`src/rtl/i2c_r16_pkg.sv`:
```
package i2c_r16_pkg;
  typedef enum logic [2:0] {
    ST_IDLE,
    ST_RX,
    ST_RX_ACK,
    ST_TX,
    ST_TX_ACK,
    ST_SKIP
  } link_st_t;

  typedef enum logic [2:0] {
    FLD_DEV,
    FLD_AHI,
    FLD_ALO,
    FLD_DHI,
    FLD_DLO
  } field_t;
endpackage

```
`src/rtl/i2c_r16_sync.sv`:
```
module i2c_r16_sync #(
  parameter int STAGES = 2,
  parameter int W      = 2
) (
  input  logic         clk,
  input  logic         rst,
  input  logic [W-1:0] d,
  output logic [W-1:0] q
);
  logic [STAGES-1:0][W-1:0] pipe;

  generate
    for (genvar s = 0; s < STAGES; s++) begin : g_stage
      if (s == 0) begin : g_first
        always_ff @(posedge clk) begin
          if (rst) pipe[0] <= '1;
          else     pipe[0] <= d;
        end
      end else begin : g_next
        always_ff @(posedge clk) begin
          if (rst) pipe[s] <= '1;
          else     pipe[s] <= pipe[s-1];
        end
      end
    end
  endgenerate

  assign q = pipe[STAGES-1];
endmodule

```
`src/rtl/i2c_r16_cond.sv`:
```
module i2c_r16_cond (
  input  logic clk,
  input  logic rst,
  input  logic scl_s,
  input  logic sda_s,
  output logic scl_rise,
  output logic scl_fall,
  output logic start_ev,
  output logic stop_ev
);
  logic scl_q, sda_q;

  always_ff @(posedge clk) begin
    if (rst) begin
      scl_q <= 1'b1;
      sda_q <= 1'b1;
    end else begin
      scl_q <= scl_s;
      sda_q <= sda_s;
    end
  end

  assign scl_rise = scl_s & ~scl_q;
  assign scl_fall = ~scl_s & scl_q;
  assign start_ev = scl_s & scl_q & sda_q & ~sda_s;
  assign stop_ev  = scl_s & scl_q & ~sda_q & sda_s;
endmodule

```
`src/rtl/i2c_r16_ctrl.sv`:
```
module i2c_r16_ctrl
  import i2c_r16_pkg::*;
#(
  parameter logic [6:0] DEV_ADDR = 7'h2A,
  parameter int AW   = 16,
  parameter int DW   = 16,
  parameter int STEP = 2
) (
  input  logic          clk,
  input  logic          rst,
  input  logic          scl_rise,
  input  logic          scl_fall,
  input  logic          start_ev,
  input  logic          stop_ev,
  input  logic          sda_lvl,
  output logic          sda_pull,
  output logic [AW-1:0] reg_addr,
  output logic [DW-1:0] reg_wdata,
  output logic          reg_we,
  output logic          reg_re,
  input  logic [DW-1:0] reg_rdata
);
  localparam int BYTE_W = 8;
  localparam int CNT_W  = $clog2(BYTE_W + 1);
  localparam logic [CNT_W-1:0] FULL = CNT_W'(BYTE_W);
  localparam logic [CNT_W-1:0] LAST = CNT_W'(BYTE_W - 1);
  localparam logic [AW-1:0] INC = AW'(STEP);

  link_st_t          st;
  field_t            fld;
  logic [CNT_W-1:0]  bitcnt;
  logic [BYTE_W-1:0] rx_sh, tx_sh, dhi;
  logic [AW-1:0]     ptr;
  logic [DW-1:0]     rd_hold;
  logic              rw, rd_cap, tx_lo, mack;
  logic [BYTE_W-1:0] next_tx;

  assign next_tx = tx_lo ? rd_hold[DW-1 -: BYTE_W] : rd_hold[BYTE_W-1:0];

  always_ff @(posedge clk) begin
    if (rst) begin
      st <= ST_IDLE; fld <= FLD_DEV; bitcnt <= '0;
      rx_sh <= '0; tx_sh <= '0; dhi <= '0; ptr <= '0; rd_hold <= '0;
      rw <= 1'b0; rd_cap <= 1'b0; tx_lo <= 1'b0; mack <= 1'b0;
      sda_pull <= 1'b0; reg_addr <= '0; reg_wdata <= '0;
      reg_we <= 1'b0; reg_re <= 1'b0;
    end else begin
      reg_we <= 1'b0;
      reg_re <= 1'b0;
      rd_cap <= reg_re;
      if (rd_cap) rd_hold <= reg_rdata;
      if (start_ev) begin
        st <= ST_RX; fld <= FLD_DEV; bitcnt <= '0; sda_pull <= 1'b0;
      end else if (stop_ev) begin
        st <= ST_IDLE; sda_pull <= 1'b0;
      end else begin
        case (st)
          ST_RX: begin
            if (scl_rise && bitcnt != FULL) begin
              rx_sh  <= {rx_sh[BYTE_W-2:0], sda_lvl};
              bitcnt <= bitcnt + 1'b1;
            end else if (scl_fall && bitcnt == FULL) begin
              if (fld == FLD_DEV && rx_sh[BYTE_W-1:1] != DEV_ADDR) begin
                st <= ST_SKIP;
              end else begin
                sda_pull <= 1'b1;
                st <= ST_RX_ACK;
                if (fld == FLD_DEV) rw <= rx_sh[0];
              end
            end
          end
          ST_RX_ACK: begin
            if (scl_rise && fld == FLD_DEV && rw) begin
              reg_addr <= ptr;
              reg_re   <= 1'b1;
            end else if (scl_fall) begin
              bitcnt <= '0;
              if (fld == FLD_DEV && rw) begin
                st       <= ST_TX;
                tx_lo    <= 1'b0;
                tx_sh    <= rd_hold[DW-1 -: BYTE_W];
                sda_pull <= ~rd_hold[DW-1];
              end else begin
                st       <= ST_RX;
                sda_pull <= 1'b0;
                case (fld)
                  FLD_DEV: fld <= FLD_AHI;
                  FLD_AHI: begin ptr <= {ptr[AW-BYTE_W-1:0], rx_sh}; fld <= FLD_ALO; end
                  FLD_ALO: begin ptr <= {ptr[AW-BYTE_W-1:0], rx_sh}; fld <= FLD_DHI; end
                  FLD_DHI: begin dhi <= rx_sh; fld <= FLD_DLO; end
                  default: begin
                    reg_addr  <= ptr;
                    reg_wdata <= DW'({dhi, rx_sh});
                    reg_we    <= 1'b1;
                    ptr       <= ptr + INC;
                    fld       <= FLD_DHI;
                  end
                endcase
              end
            end
          end
          ST_TX: begin
            if (scl_fall) begin
              if (bitcnt == LAST) begin
                sda_pull <= 1'b0;
                mack     <= 1'b0;
                st       <= ST_TX_ACK;
              end else begin
                bitcnt   <= bitcnt + 1'b1;
                tx_sh    <= {tx_sh[BYTE_W-2:0], 1'b0};
                sda_pull <= ~tx_sh[BYTE_W-2];
              end
            end
          end
          ST_TX_ACK: begin
            if (scl_rise) begin
              if (tx_lo) ptr <= ptr + INC;
              if (sda_lvl) begin
                st <= ST_SKIP;
              end else begin
                mack <= 1'b1;
                if (tx_lo) begin
                  reg_addr <= ptr + INC;
                  reg_re   <= 1'b1;
                end
              end
            end else if (scl_fall && mack) begin
              st       <= ST_TX;
              bitcnt   <= '0;
              tx_lo    <= ~tx_lo;
              tx_sh    <= next_tx;
              sda_pull <= ~next_tx[BYTE_W-1];
            end
          end
          default: ;
        endcase
      end
    end
  end


  we_pulse_chk: assert property (@(posedge clk) disable iff (rst) reg_we |=> !reg_we);

  re_pulse_chk: assert property (@(posedge clk) disable iff (rst) reg_re |=> !reg_re);

  we_re_excl_chk: assert property (@(posedge clk) disable iff (rst) !(reg_we && reg_re));

  stop_release_chk: assert property (@(posedge clk) disable iff (rst) stop_ev |=> !sda_pull);

  drive_on_fall_chk: assert property (@(posedge clk) disable iff (rst) $rose(sda_pull) |-> $past(scl_fall));

  skip_quiet_chk: assert property (@(posedge clk) disable iff (rst) (st == ST_SKIP) |-> (!sda_pull && !reg_re));
endmodule

```
`src/rtl/i2c_reg16_target.sv`:
```
module i2c_reg16_target #(
  parameter logic [6:0] DEV_ADDR    = 7'h2A,
  parameter int         SYNC_STAGES = 2,
  parameter int         ADDR_STEP   = 2
) (
  input  logic        clk,
  input  logic        rst,
  input  logic        scl_i,
  input  logic        sda_i,
  output logic        sda_pull,
  output logic [15:0] reg_addr,
  output logic [15:0] reg_wdata,
  output logic        reg_we,
  output logic        reg_re,
  input  logic [15:0] reg_rdata
);
  logic [1:0] line_s;
  logic scl_rise, scl_fall, start_ev, stop_ev;

  i2c_r16_sync #(.STAGES(SYNC_STAGES), .W(2)) u_sync (
    .clk(clk), .rst(rst), .d({scl_i, sda_i}), .q(line_s)
  );

  i2c_r16_cond u_cond (
    .clk(clk), .rst(rst), .scl_s(line_s[1]), .sda_s(line_s[0]),
    .scl_rise(scl_rise), .scl_fall(scl_fall),
    .start_ev(start_ev), .stop_ev(stop_ev)
  );

  i2c_r16_ctrl #(.DEV_ADDR(DEV_ADDR), .AW(16), .DW(16), .STEP(ADDR_STEP)) u_ctrl (
    .clk(clk), .rst(rst),
    .scl_rise(scl_rise), .scl_fall(scl_fall),
    .start_ev(start_ev), .stop_ev(stop_ev), .sda_lvl(line_s[0]),
    .sda_pull(sda_pull), .reg_addr(reg_addr), .reg_wdata(reg_wdata),
    .reg_we(reg_we), .reg_re(reg_re), .reg_rdata(reg_rdata)
  );
endmodule

```
`config.mk`:
```
export PLATFORM = sky130hd
export DESIGN_NAME = i2c_reg16_target
export DESIGN_NICKNAME = d
export VERILOG_FILES = /design/src/rtl/i2c_r16_pkg.sv /design/src/rtl/i2c_r16_sync.sv /design/src/rtl/i2c_r16_cond.sv /design/src/rtl/i2c_r16_ctrl.sv /design/src/rtl/i2c_reg16_target.sv
export SDC_FILE = /design/constraint.sdc
export NUM_CORES = 1
export LEC_CHECK = 0
export BUFFER_PORTS_ARGS = -buffer_cell sky130_fd_sc_hd__buf_2
export CAP_MARGIN = 40
export CORE_MARGIN = 1.5
export CORE_UTILIZATION = 63
export DETAILED_ROUTE_END_ITERATION = 6
export PLACE_DENSITY = 0.9
export SYNTH_ARGS = -nofsm -noshare
export SYNTH_HDL_FRONTEND = slang
export SYNTH_SLANG_ARGS = --single-unit
```
`constraint.sdc`:
```
create_clock -name clk -period 5.6 [get_ports clk]
set_input_delay 0.56 -clock clk [delete_from_list [all_inputs] [get_ports clk]]
set_output_delay 0.56 -clock clk [all_outputs]
set_load 0.02 [all_outputs]
```
# ---- Word-level counts from Yosys, hierarchy flattened
# Cells that the tools add are included.
dict set report totals {
  out_inout_bits 35
  register_bits 110
  input_bits 20
  wordCells 196
}
dict set report op_classes {
  eq_ne 41
  reduce_logical 33
  n_bitwise 24
  addsub 2
  mux 74
}
# cell count
set op_table {}
lappend op_table {{two-way mux 16 bit} 11}
lappend op_table {{one-hot mux 16 bit (2 select lines)} 3}
lappend op_table {{AND reduction 9 bit} 6}
lappend op_table {{two-way mux 7 bit} 7}
lappend op_table {{two-way mux 3 bit} 10}
lappend op_table {{two-way mux 4 bit} 7}
lappend op_table {{AND reduction 7 bit} 4}
lappend op_table {{two-way mux 1 bit} 26}
lappend op_table {{one-hot mux 7 bit (3 select lines)} 1}
lappend op_table {{!= test 2 x 1 -> 1 bit (second input constant)} 9}
lappend op_table {{inverter 1 bit} 17}
lappend op_table {{adder 16 x 2 -> 16 bit (second input constant)} 1}
lappend op_table {{!= test 2 bit (second input constant)} 8}
lappend op_table {{!= test 4 x 3 -> 1 bit (second input constant)} 4}
lappend op_table {{one-hot mux 4 bit (4 select lines)} 1}
lappend op_table {{equality test 3 x 2 -> 1 bit (second input constant)} 4}
lappend op_table {{!= test 4 bit (second input constant)} 3}
lappend op_table {{one-hot mux 3 bit (4 select lines)} 1}
lappend op_table {{AND reduction 10 bit} 1}
lappend op_table {{one-hot mux 3 bit (3 select lines)} 1}
lappend op_table {{two-way mux 8 bit} 1}
lappend op_table {{AND reduction 8 bit} 1}
lappend op_table {{AND 1 bit} 7}
lappend op_table {{logical AND 1 bit} 7}
lappend op_table {{25 further kinds} 33}

# ---- Longest topological paths before layout
# Gate-level depths: netlist of the first run.
dict set report depth {
  ltp_word 8
  depth_mapped 8
}

# ---- By module
# Synthesis of the first run repeated with hierarchy kept, for this count alone.
dict set report hier_totals {
  hier_cells 642
  area_unflattened_um2 5429.0
}
# module area_per_inst_um2 cells_per_inst n_inst seq_area_each_um2
set modules_own_cells {}
lappend modules_own_cells {i2c_r16_ctrl 5223.8 624 1 2082.0}
lappend modules_own_cells {i2c_r16_sync 120.1 10 1 80.1}
lappend modules_own_cells {i2c_r16_cond 85.1 8 1 40.0}

# ---- Worst setup path after synthesis of the first run
# No wires, ideal clock.
dict set report synth_timing {
  path_kind {register to register}
  start {register u_ctrl.ptr[1]}
  end {register u_ctrl.ptr[13]}
  path_slack_ns 3.674
  required_ns 5.530
  stages_incl_launch_ff 7
  n_path_buf 0
  arrival_time_ns 1.856
  synth_period_minus_slack_ns 1.926
  setup_ns 0.070
  path_cell_list {dfxtp_1 -> ha_1 -> nand4_1 -> or4_4 -> or3_1 -> a21o_1 -> a21oi_1}
}
dict set report synth_via {
  elab_chain_len 6
}
# item line_no
set synth_rtl {}
lappend synth_rtl {{from (decl)} i2c_r16_ctrl.sv:33} ;# logic [AW-1:0] ptr;
lappend synth_rtl {{from (signal assigned)} i2c_r16_ctrl.sv:95} ;# ptr <= ptr + INC;
lappend synth_rtl {{from (signal assigned)} i2c_r16_ctrl.sv:117} ;# if (tx_lo) ptr <= ptr + INC;
lappend synth_rtl {{adder 16 x 2 -> 16 bit *} {i2c_r16_ctrl.sv:95, i2c_r16_ctrl.sv:117}}
lappend synth_rtl {{one-hot mux 16 bit (2 select lines)} i2c_r16_ctrl.sv:86} ;# case (fld)
lappend synth_rtl {{two-way mux 16 bit} i2c_r16_ctrl.sv:78} ;# if (fld == FLD_DEV && rw) begin
lappend synth_rtl {{two-way mux 16 bit} i2c_r16_ctrl.sv:76} ;# end else if (scl_fall) begin
lappend synth_rtl {{two-way mux 16 bit} i2c_r16_ctrl.sv:73} ;# if (scl_rise && fld == FLD_DEV && rw) begin
lappend synth_rtl {{one-hot mux 16 bit (2 select lines) *} i2c_r16_ctrl.sv:57} ;# case (st)
# Every way passes the cells marked *; elsewhere a longest branch is shown, timed or not. The select of a mux whose other input is x is not followed.
# A chain may end at the register's enable or synchronous reset.

# ---- Final worst setup path of the first run
dict set report layout_timing {
  start {register u_ctrl.st[0]}
  end {register u_ctrl.bitcnt[2]}
}
dict set report layout_via {
  elab_chain_len 3
}
# item line_no
set layout_rtl {}
lappend layout_rtl {{from (decl)} i2c_r16_ctrl.sv:29} ;# link_st_t st;
lappend layout_rtl {{from (signal assigned)} i2c_r16_ctrl.sv:42} ;# st <= ST_IDLE; fld <= FLD_DEV; bitcnt <= '0;
lappend layout_rtl {{from (signal assigned)} i2c_r16_ctrl.sv:53} ;# st <= ST_RX; fld <= FLD_DEV; bitcnt <= '0; sda_pull <= 1'b0;
lappend layout_rtl {{from (signal assigned)} i2c_r16_ctrl.sv:55} ;# st <= ST_IDLE; sda_pull <= 1'b0;
lappend layout_rtl {{equality test 3 x 2 -> 1 bit (tied with other cells)} i2c_r16_ctrl.sv:57}
lappend layout_rtl {{!= test 2 bit (no source line) (tied with other cells)} -}
lappend layout_rtl {{AND reduction 9 bit (no source line)} -}
lappend layout_rtl {{to (signal assigned)} i2c_r16_ctrl.sv:61} ;# bitcnt <= bitcnt + 1'b1;
lappend layout_rtl {{to (signal assigned)} i2c_r16_ctrl.sv:109} ;# bitcnt <= bitcnt + 1'b1;
lappend layout_rtl {{to (decl)} i2c_r16_ctrl.sv:31} ;# logic [CNT_W-1:0] bitcnt;
# Several ways; a longest one is shown, not always the timed one.

==> impl_metrics.csv, run 1 <==
group,metric,value,unit
critical_path,end_kind,"flip-flop",
route,wl_met3,824,um
sta,final-hold-violation-count,0,
floorplan,design.die.area,8783,um2
synth,synth.largest_area_cell,"sky130_fd_sc_hd__dfxtp_1",
floorplan,placementRows,32,
synth,synth_area,5185,um2
synth,count_of_flip_flops_with_a_built_in_enable_after_synthesis,0,
floorplan,pin_count,55,
critical_path,worst_ep_required_time,5880,ps
synth,yosys_register_bits,110,
synth,synth.lib_cells_used.distinct,65,
synth,area_fraction_in_compound_gates_after_synthesis,17.30,%
route,route.vias.total,4406,
synth,warnings_from_yosys,0,
place,place_congestion,0.9239,
clock_tree,cts_tree,"done",
place,place.detailed.hpwl,7951,um
floorplan,initial_utilization,66.07,%
synth,synth_top_flop_cell,"sky130_fd_sc_hd__dfxtp_1",
synth,avgSynthCellArea,8.613,um2
worst_hold_path,hp-class,"in -> reg",
route,drt_initial_violations,443,
route,routed_wirelength,11510,um
route,ant_nets,0,
synth,yosys.area_share.adder,0.7239,%
floorplan,floorplan.core_area,7848,um2
synth,postSynth.asyncResetShare,0,%
critical_path,timing.setup.critical_path_class,"reg -> reg",
critical_path,worst_setup_path_start_kind,"flip-flop",
layout,drive_gt1_share,15.35,%
critical_path,timing.critical_path.cells,"nor3b_1 > nand3b_1 > a221oi_4 > o21ai_0 > a32o_1",
global_routing,grt_pass1_wl,19510,um
critical_path,critPathArrivalTime,2900,ps
layout,multiInputGateArea,2774,um2
layout,layout.area.seq,2202,um2
layout,n_fill_cell,594,
global_routing,globalRouteOverflowTotal,0,
sta,slew_headroom,38.15,%
clock_tree,tritoncts_num_sinks,110,
sta,unrepaired_setup_endpoints_after_global_routing,"false",
layout,fin_nets,651,
route,top_layer,"met4",
clock_tree,clockRootBuffer,"sky130_fd_sc_hd__clkbuf_8",
critical_path,max_stage_delay,630,ps
critical_path,cp_max_fo,14,
place,preCtsSetupSlack,3058,ps
route,route.detailed.drc,0,
synth,synth-simple-area-share,24.35,%
clock_tree,worst_setup_hold_path_clk_slew,110,ps
layout,antenna-diode-count,0,
clock_tree,cts.repair.resized,0,
global_routing,grt_max_degree,56,
global_routing,number_of_global_route_vias_before_repair,4110,
sta,worst-slew-pin-transition,926.4,ps
layout,area_growth_syn_to_layout,8.253,%
place,portBuffers,54,
pwr,pwr_density_cell,227.2,nW/um2
pwr,cellLeakagePower,0.001992,uW
synth,synth_area_leaders,"sky130_fd_sc_hd__dfxtp_1 42%, sky130_fd_sc_hd__mux2i_1 7.9%, sky130_fd_sc_hd__nor2_1 6.4%",
synth,combinational_family_with_the_most_area_after_synthesis,"simple AND/OR/NAND/NOR gates",
synth,synthMuxAreaShare,8.132,%
sta,setup_viol_count_final,0,
sta,worst_slack,2976,ps
sta,skew,12.31,ps
clock_tree,clk_path_buf_depth,2,
route,drt_first_pass_iters,5,
clock_tree,cts_made_buffers,9,
sta,max_freq,381.1,MHz
global_routing,gr_usage_total,27.75,%
clock_tree,h-tree-depth,3,
critical_path,path_buf_inv,0,
route,avgRoutedWirePerCell,15.68,um
synth,yosysTopAreaCellShare,42.47,%
clock_tree,cts_post_setup_buffers_inserted,0,
sta,post-route-period-util,46.86,%
status,outcome,"complete, no violations",
pwr,ir_drop,165.8,uV
sta,slew_violations,0,
route,met2_length,5168,um
sta,min_tclk_post_route,2624,ps
floorplan,die_w,93.72,um
route,drt-met1-wl,5301,um
synth,yosysSeqAreaShare,42.47,%
critical_path,worst_path_cell_with_the_longest_stage_delay,"sky130_fd_sc_hd__dfxtp_1",
global_routing,antenna_found_initial,0,
synth,synthCells,602,
synth,synth.most_common_cell,"sky130_fd_sc_hd__dfxtp_1",
synth,synth_cell_count_leaders,"110 x sky130_fd_sc_hd__dfxtp_1, 89 x sky130_fd_sc_hd__nor2_1, 63 x sky130_fd_sc_hd__nand2_1",
critical_path,cpLargestDelayFamily,"compound AO/OA/AOI/OAI gates",
clock_tree,postCtsHoldBufs,0,
floorplan,dieHeight,93.72,um
synth,xor_and_xnor_fraction_of_the_mapped_netlist_area,2.872,%
sta,setup_tns,0,ps
clock_tree,worst_skew_pair.late_latency,370,ps
route,vias_per_cell,6.003,
job,maxCapViolCount,0,
synth,syn-num-nets,625,
-- logic make-up (layout without fill, tap and decap cells) --
family                     count (synthesis)  after routing
and+or+nand+nor                          248            248
buffers and inverters                     49             79
adders and majority gates                  3              3
muxes                                     42             42
AOI/OAI and AO/OA                        133            133
xor gates and xnor gates                  17             17
DFF                                      110            110
-- registers in the layout (all words and copies together), names as in the netlist, 4 cells and up --
signal and count:
u_ctrl.bitcnt 4, u_ctrl.dhi 8, u_ctrl.ptr 16, u_ctrl.rd_hold 16, u_ctrl.reg_addr 16, u_ctrl.reg_wdata 16, u_ctrl.rx_sh 8, u_ctrl.tx_sh 7
-- power by group --
group | internal (uW) | switching [uW]
clock | 177 | 277
sequential | 784 | 4.54
combinational | 11.2 | 21.8
total | 972 | 303
-- worst paths after layout --
| kind | endpoint | from | slack, ps | cells after the start |
|---|---|---|---|---|
| max | u_ctrl.bitcnt[2]$_SDFFE_PP0P_ | u_ctrl.st[0]$_SDFFE_PP0P_ | 2980 | 5 |
| min | u_sync.pipe[0]$_SDFF_PP1_ | sda_i | 370 | 2 |
| max reg2reg | u_ctrl.bitcnt[2]$_SDFFE_PP0P_ | u_ctrl.st[0]$_SDFFE_PP0P_ | 2980 | 5 |
| min reg2reg | u_sync.q[0]$_SDFF_PP1_ | u_sync.pipe[0]$_SDFF_PP1_ | 420 | 1 |
-- cells in the final DEF, fill, tap and decap left out, types with 11 or more instances in the layout --
master and n:
sky130_fd_sc_hd__nor2_1 89, sky130_fd_sc_hd__a21o_1 12, sky130_fd_sc_hd__o21ai_0 20, sky130_fd_sc_hd__dfxtp_1 110
sky130_fd_sc_hd__xnor2_1 14, sky130_fd_sc_hd__mux2i_1 41, sky130_fd_sc_hd__a211oi_1 22, sky130_fd_sc_hd__a21oi_1 44
sky130_fd_sc_hd__nand3_1 11, sky130_fd_sc_hd__buf_2 54, sky130_fd_sc_hd__nand2_1 63
-- layout make-up --
class,instances,area share [%]
Multi-Input combinational cell,443,49.42
Sequential cell,110,39.23
Timing Repair Buffer,58,5.484
Clock buffer,10,2.452
Tap cell,102,2.274
Clock inverter,5,0.7356
Inverter,6,0.4012
-- layer usage --
layer | vias up | track usage, %
li1 | 2175 | -
met1 | 2029 | 38.80
met2 | 174 | 42.87
met3 | 28 | 5.663
met4 | 0 | 9.080
met5 | - | 0
-- metrics by stage --
stage	util [%]	hold slack, ps	std cells	cell area [um2]	power [uW]
3_3_place_gp	68.96	401.1	717	5411	837.8
4_1_cts	71.52	364.3	734	5613	1281
6_report	71.52	368.2	734	5613	1275
3_5_place_dp	69.24	393.6	719	5434	838.7
5_1_grt	71.52	360.7	734	5613	1316
2_1_floorplan	-	389.5	602	5185	827.6
No activity file was read; power rests on OpenSTA's default activity.
==> run 2: changes to the inputs <==
--- a/config.mk
+++ b/config.mk
@@ -8,9 +8,9 @@
 export BUFFER_PORTS_ARGS = -buffer_cell sky130_fd_sc_hd__buf_2
 export CAP_MARGIN = 40
 export CORE_MARGIN = 1.5
-export CORE_UTILIZATION = 63
+export CORE_UTILIZATION = 59
 export DETAILED_ROUTE_END_ITERATION = 6
-export PLACE_DENSITY = 0.9
+export PLACE_DENSITY = 0.85
 export SYNTH_ARGS = -nofsm -noshare
 export SYNTH_HDL_FRONTEND = slang
 export SYNTH_SLANG_ARGS = --single-unit
==> constraint.sdc (replaced) <==
create_clock -name clk -period 2.74 [get_ports clk]
set_input_delay 0.274 -clock clk [delete_from_list [all_inputs] [get_ports clk]]
set_output_delay 0.274 -clock clk [all_outputs]
set_load 0.02 [all_outputs]
==> run 2 against run 1 <==
Compared with the run above: combinational power rose by 110%; die area rose by 6.6%; clock-buffer cell count did not move; flip-flop and latch count did not move; cell count rose by 2.3%; routed wire length fell by 0.33%; worst hold slack got worse by 310 ps; critical endpoint is now u_ctrl.st[2]$_SDFFE_PP0P_.
==> impl_metrics.csv, run 2 (synthesis results as in run 1) <==
group,metric,value,unit
route,route.detailed.drc,0,
route,route.vias.total,4451,
sta,unrepaired_setup_endpoints_after_global_routing,"false",
sta,slew_violations,0,
layout,area_growth_syn_to_layout,10.38,%
clock_tree,cts_made_buffers,9,
place,place.detailed.hpwl,8145,um
sta,setup_tns,0,ps
clock_tree,clockRootBuffer,"sky130_fd_sc_hd__clkbuf_8",
route,routed_wirelength,11470,um
floorplan,design.die.area,9360,um2
place,place.detailed.instances,734,
global_routing,grt_max_degree,40,
clock_tree,cts_post_setup_buffers_inserted,0,
pwr,switching_share_of_total_power,23.51,%
floorplan,placementRows,34,
route,drt_first_pass_iters,5,
route,drt_initial_violations,296,
layout,most-common-layout-cells,"110 x sky130_fd_sc_hd__dfxtp_1, 89 x sky130_fd_sc_hd__nor2_1, 63 x sky130_fd_sc_hd__nand2_1",
place,portBuffers,54,
critical_path,timing.setup.critical_path_class,"reg -> reg",
pwr,power_report.internal_total,2070,uW
pwr,clock_power_share,37.9,%
job,maxCapViolCount,0,
pwr,power.sequential.fraction,59.6,%
pwr,cellLeakagePower,0.002055,uW
sta,setup_viol_count_final,0,
pwr,pwr_density_cell,472.8,nW/um2
global_routing,number_of_global_route_vias_before_repair,4022,
sta,max_freq,415.3,MHz
global_routing,globalRouteOverflowTotal,0,
floorplan,dieHeight,96.75,um
pwr,power.combinational.fraction,2.6,%
floorplan,die_w,96.75,um
pwr,total_switching_power,636.0,uW
place,place_congestion,0.9295,
sta,post-route-period-util,87.87,%
floorplan,floorplan.core_area,8636,um2
critical_path,critPathArrivalTime,2740,ps
layout,fin_nets,661,
clock_tree,h-tree-depth,3,
layout,layout.cells.most_common,"sky130_fd_sc_hd__dfxtp_1",
layout,post_route_insts_no_fill,751,
pwr,ir_drop,355.5,uV
sta,worst-slew-pin-transition,713.4,ps
status,outcome,"complete, no violations",
clock_tree,tritoncts_num_sinks,110,
critical_path,cp_max_fo,16,
critical_path,worst_setup_path_start_kind,"flip-flop",
clock_tree,postCtsHoldBufs,0,
worst_hold_path,hp-class,"in -> reg",
route,avgRoutedWirePerCell,15.27,um
clock_tree,worst_skew_pair.late_latency,390,ps
sta,min_tclk_post_route,2408,ps
critical_path,worst_ep_required_time,3070,ps
sta,slew_headroom,52.44,%
critical_path,end_kind,"flip-flop",
layout,antenna-diode-count,0,
clock_tree,cts.repair.resized,0,
layout,drive_gt1_share,16.64,%
clock_tree,cts_tree,"done",
global_routing,grt_pass1_wl,19590,um
sta,final-hold-violation-count,0,
global_routing,gr_usage_total,25.20,%
clock_tree,clk_path_buf_depth,2,
route,ant_nets,0,
floorplan,initial_utilization,60.04,%
layout,n_fill_cell,703,
floorplan,pin_count,55,
sta,skew,18.74,ps
clock_tree,worst_setup_hold_path_clk_slew,120,ps
route,vias_per_cell,5.927,
global_routing,antenna_found_initial,0,
[run 2: cell count changes in the layout (fill, tap and decap cells not counted)]
cell / previous run / this run
sky130_fd_sc_hd__clkinv_2: 1 / 0
sky130_fd_sc_hd__clkinv_4: 1 / 2
sky130_fd_sc_hd__clkbuf_8: 10 / 9
sky130_fd_sc_hd__buf_4: 3 / 13
sky130_fd_sc_hd__inv_8: 1 / 2
sky130_fd_sc_hd__bufinv_16: 0 / 1
sky130_fd_sc_hd__clkbuf_1: 0 / 1
sky130_fd_sc_hd__clkinvlp_4: 1 / 0
[run 2: final timing paths]
kind                                                 from                         to  slack, ps  cells after the start
worst min-delay path                                scl_i  u_sync.pipe[1]$_SDFF_PP1_         60                      2
worst max register to register  u_ctrl.st[2]$_SDFFE_PP0P_  u_ctrl.st[2]$_SDFFE_PP0P_        330                      5
worst min register to register  u_sync.pipe[0]$_SDFF_PP1_     u_sync.q[0]$_SDFF_PP1_        420                      1
worst max-delay path            u_ctrl.st[2]$_SDFFE_PP0P_  u_ctrl.st[2]$_SDFFE_PP0P_        330                      5
[run 2: per-stage QoR]
| stage | total power, uW | instance area (um2) | hold slack (ps) | utilization (%) | worst slack [ps] |
|---|---|---|---|---|---|
| finish | 2706 | 5723 | 58.76 | 66.27 | 332.3 |
| floorplan | 1691 | 5185 | 377.8 | - | 813.6 |
| global placement | 1715 | 5502 | 400.3 | 63.71 | 519.4 |
| detailed placement | 1717 | 5502 | 407.2 | 63.71 | 432.4 |
| global route | 2803 | 5723 | 55.56 | 66.27 | 183.4 |
| CTS | 2726 | 5708 | 52.34 | 66.10 | 386.4 |
[run 2: area by class of cell]
type | count | area (um2) | area share, %
Multi-Input combinational cell | 443 | 2774 | 48.47
Sequential cell | 110 | 2202 | 38.48
Timing Repair Buffer | 68 | 382.9 | 6.690
Tap cell | 108 | 135.1 | 2.361
Clock buffer | 10 | 127.6 | 2.230
Clock inverter | 6 | 78.83 | 1.377
Inverter | 6 | 22.52 | 0.3935
[run 2: layer usage]
| layer | share of wire [%] | wire length [um] | global-route usage (%) | vias up |
|---|---|---|---|---|
| li1 | - | - | - | 2191 |
| met4 | 1.9 | 219 | 9.699 | 0 |
| met3 | 5.4 | 622 | 4.913 | 28 |
| met5 | 0 | 0 | 0 | - |
| met1 | 47 | 5427 | 36.10 | 2083 |
| met2 | 45 | 5199 | 37.55 | 149 |
[run 2: worst max-delay path: stages, from the launching register on]
cell	delay [ps]
sky130_fd_sc_hd__dfxtp_1	570
sky130_fd_sc_hd__or3b_1	670
sky130_fd_sc_hd__a21oi_1	300
sky130_fd_sc_hd__nor3_1	130
sky130_fd_sc_hd__or4b_1	500
sky130_fd_sc_hd__a31oi_1	170
[run 2: power by group through the flow]
stage / Clock, uW / Combinational, uW / Sequential [uW]
after floorplan: 0 / 50.1 / 1640
after global placement: 0 / 67.1 / 1650
after detailed placement: 0 / 68.6 / 1650
after CTS: 1050 / 68.8 / 1610
after global routing: 1110 / 75.9 / 1610
final: 1020 / 69.2 / 1610
==> run 3: changes to the inputs <==
--- a/config.mk
+++ b/config.mk
@@ -5,12 +5,13 @@
 export SDC_FILE = /design/constraint.sdc
 export NUM_CORES = 1
 export LEC_CHECK = 0
-export BUFFER_PORTS_ARGS = -buffer_cell sky130_fd_sc_hd__buf_2
 export CAP_MARGIN = 40
 export CORE_MARGIN = 1.5
-export CORE_UTILIZATION = 59
+export CORE_UTILIZATION = 63
 export DETAILED_ROUTE_END_ITERATION = 6
-export PLACE_DENSITY = 0.85
+export DONT_BUFFER_PORTS = 1
+export GPL_TIMING_DRIVEN = 0
+export PLACE_DENSITY = 0.84
 export SYNTH_ARGS = -nofsm -noshare
 export SYNTH_HDL_FRONTEND = slang
 export SYNTH_SLANG_ARGS = --single-unit
==> run 3 against run 2 <==
Compared with the run above: via count grew 1.1%; design area shrank 3.5%; global-route usage grew 5.9 points; sequential share of layout area grew 1.4 points; combinational power is 10% higher; clock-buffer cell count up 1; non-clock buffer count shrank 23; first-iteration DRC count rose by 39%; utilization up 4.1 points; flip-flop and latch count did not move; critical path type unchanged; highest routed layer unchanged.
==> impl_metrics.csv, run 3 (synthesis results as in run 1) <==
group,metric,value,unit
global_routing,number_of_global_route_vias_before_repair,4232,
pwr,pwr_density_cell,480.4,nW/um2
sta,slew_violations,0,
sta,setup_tns,0,ps
critical_path,worst_ep_required_time,3050,ps
clock_tree,clk_path_buf_depth,2,
global_routing,globalRouteOverflowTotal,0,
critical_path,ff2ff_setup_slack,460,ps
sta,final-hold-violation-count,0,
place,portBuffers,0,
place,place.detailed.hpwl,9420,um
critical_path,max_stage_delay,540,ps
place,place_congestion,0.9675,
sta,worst_slack,463.8,ps
global_routing,grt_max_degree,20,
place,preCtsSetupSlack,531.7,ps
route,avgRoutedWirePerCell,18.24,um
critical_path,worst_setup_path_start_kind,"flip-flop",
job,maxCapViolCount,0,
floorplan,die_w,93.72,um
clock_tree,worst_setup_hold_path_clk_slew,110,ps
floorplan,design.die.area,8783,um2
pwr,ir_drop,364.6,uV
sta,unrepaired_setup_endpoints_after_global_routing,"false",
global_routing,antenna_found_initial,0,
sta,setup_viol_count_final,0,
route,drt_first_pass_iters,5,
layout,area_growth_syn_to_layout,6.516,%
clock_tree,clockRootBuffer,"sky130_fd_sc_hd__clkbuf_8",
critical_path,rr_worst_depth,6,
critical_path,rr_startpoint,"u_ctrl.ptr[1]$_SDFFE_PP0P_",
layout,post-route-util,70.38,%
clock_tree,cts_made_buffers,9,
layout,fin_nets,638,
sta,worst-slew-pin-transition,703.4,ps
clock_tree,cts_tree,"done",
sta,post-route-period-util,83.07,%
route,drt_initial_violations,412,
pwr,cellLeakagePower,0.001840,uW
clock_tree,worst_skew_pair.late_latency,370,ps
floorplan,dieHeight,93.72,um
critical_path,regToRegEndpoint,"u_ctrl.ptr[13]$_SDFFE_PP0P_",
clock_tree,cts_post_setup_buffers_inserted,0,
sta,skew,10.63,ps
sta,slew_headroom,52.68,%
floorplan,floorplan.core_area,7848,um2
worst_hold_path,min_path_cells,2,
route,ant_nets,0,
floorplan,initial_utilization,66.07,%
global_routing,grt_pass1_wl,21400,um
critical_path,timing.critical_path.cells,"ha_1 > nand4_1 > or4_4 > or3_1 > a21o_1 > a21oi_1",
sta,max_freq,439.3,MHz
critical_path,worst_setup_sp,"u_ctrl.ptr[1]$_SDFFE_PP0P_",
layout,drive_gt1_share,9.194,%
pwr,design_power_total,2653,uW
critical_path,timing.setup.critical_path_class,"reg -> reg",
layout,most-common-layout-cells,"110 x sky130_fd_sc_hd__dfxtp_1, 89 x sky130_fd_sc_hd__nor2_1, 63 x sky130_fd_sc_hd__nand2_1",
route,routed_wirelength,13170,um
critical_path,end_kind,"flip-flop",
worst_hold_path,worstHoldEndpoint,"u_ctrl.rd_hold[5]$_SDFFE_PP0P_",
layout,layout.cells.most_common,"sky130_fd_sc_hd__dfxtp_1",
status,outcome,"complete, no violations",
critical_path,cp_max_fo,8,
worst_hold_path,hp-class,"in -> reg",
floorplan,placementRows,32,
critical_path,worst_path_cell_with_the_longest_stage_delay,"sky130_fd_sc_hd__dfxtp_1",
route,vias_per_cell,6.230,
clock_tree,h-tree-depth,3,
worst_hold_path,hold_crit_start,"reg_rdata[5]",
critical_path,critPathArrivalTime,2580,ps
route,route.vias.total,4498,
route,route.detailed.drc,0,
floorplan,pin_count,55,
clock_tree,tritoncts_num_sinks,110,
sta,min_tclk_post_route,2276,ps
layout,antenna-diode-count,0,
global_routing,gr_usage_total,31.09,%
[run 3: cell types whose count changed in the layout (fill, tap and decap cells not counted), sizes merged]
| cell | before | now |
|---|---|---|
| bufinv | 1 | 0 |
| clkbuf | 10 | 36 |
| buf | 68 | 18 |
| dlygate4sd3 | 0 | 2 |
[run 3: final cells by class]
type | count | area, um2
plain buffers | 43 | 192.7
clock buffers | 11 | 141.4
clock inverters | 5 | 48.80
fillers | 666 | 2325
inverters | 6 | 22.52
multi-input cells | 443 | 2768
flip-flops and latches | 110 | 2202
well taps | 102 | 127.6
repair buffers | 2 | 20.02
[run 3: timing repair]
action | 4_1_cts | 5_1_grt
hold buffers | 2 | 0
hold endpoints to repair | 2 | 0
gates resized for setup | 0 | 0
[run 3: report_power, final]
group	switching, uW	internal, uW	leakage, uW	total, uW
combinational	56.5	19.7	0.000856	76.2
clock	594	377	0.0000979	971
sequential	3.66	1600	0.000887	1610
[run 3: layer usage]
metal	wire length, um	track usage [%]
met1	5798	43.11
met2	6098	50.12
met3	1087	5.340
met4	183	8.209
met5	0	0
[run 3: worst max-delay path: cells and delay by family (launching register included)]
| kind | cells | cell delay, ps |
|---|---|---|
| AOI/OAI and AO/OA | 2 | 280 |
| and+or+nand+nor | 3 | 1070 |
| adders and majority gates | 1 | 340 |
| DFF | 1 | 540 |
[run 3: metrics by stage]
stage | std cells | cell area (um2) | hold WS [ps]
6_report | 722 | 5523 | 46.22
5_1_grt | 722 | 5523 | 49.43
4_1_cts | 722 | 5523 | 49.10
3_5_place_dp | 704 | 5313 | 380.2
3_3_place_gp | 704 | 5313 | 378.8
2_1_floorplan | 602 | 5185 | 377.8
[run 3: how the worst max path moves through the flow]
stage	endpoint	cells past startpoint
final	u_ctrl.ptr[13]$_SDFFE_PP0P_	6
after detailed placement	u_ctrl.ptr[13]$_SDFFE_PP0P_	6
after CTS	u_ctrl.ptr[13]$_SDFFE_PP0P_	6
after global placement	u_ctrl.ptr[13]$_SDFFE_PP0P_	6
after floorplan	u_ctrl.ptr[13]$_SDFFE_PP0P_	6
after global routing	u_ctrl.ptr[13]$_SDFFE_PP0P_	6
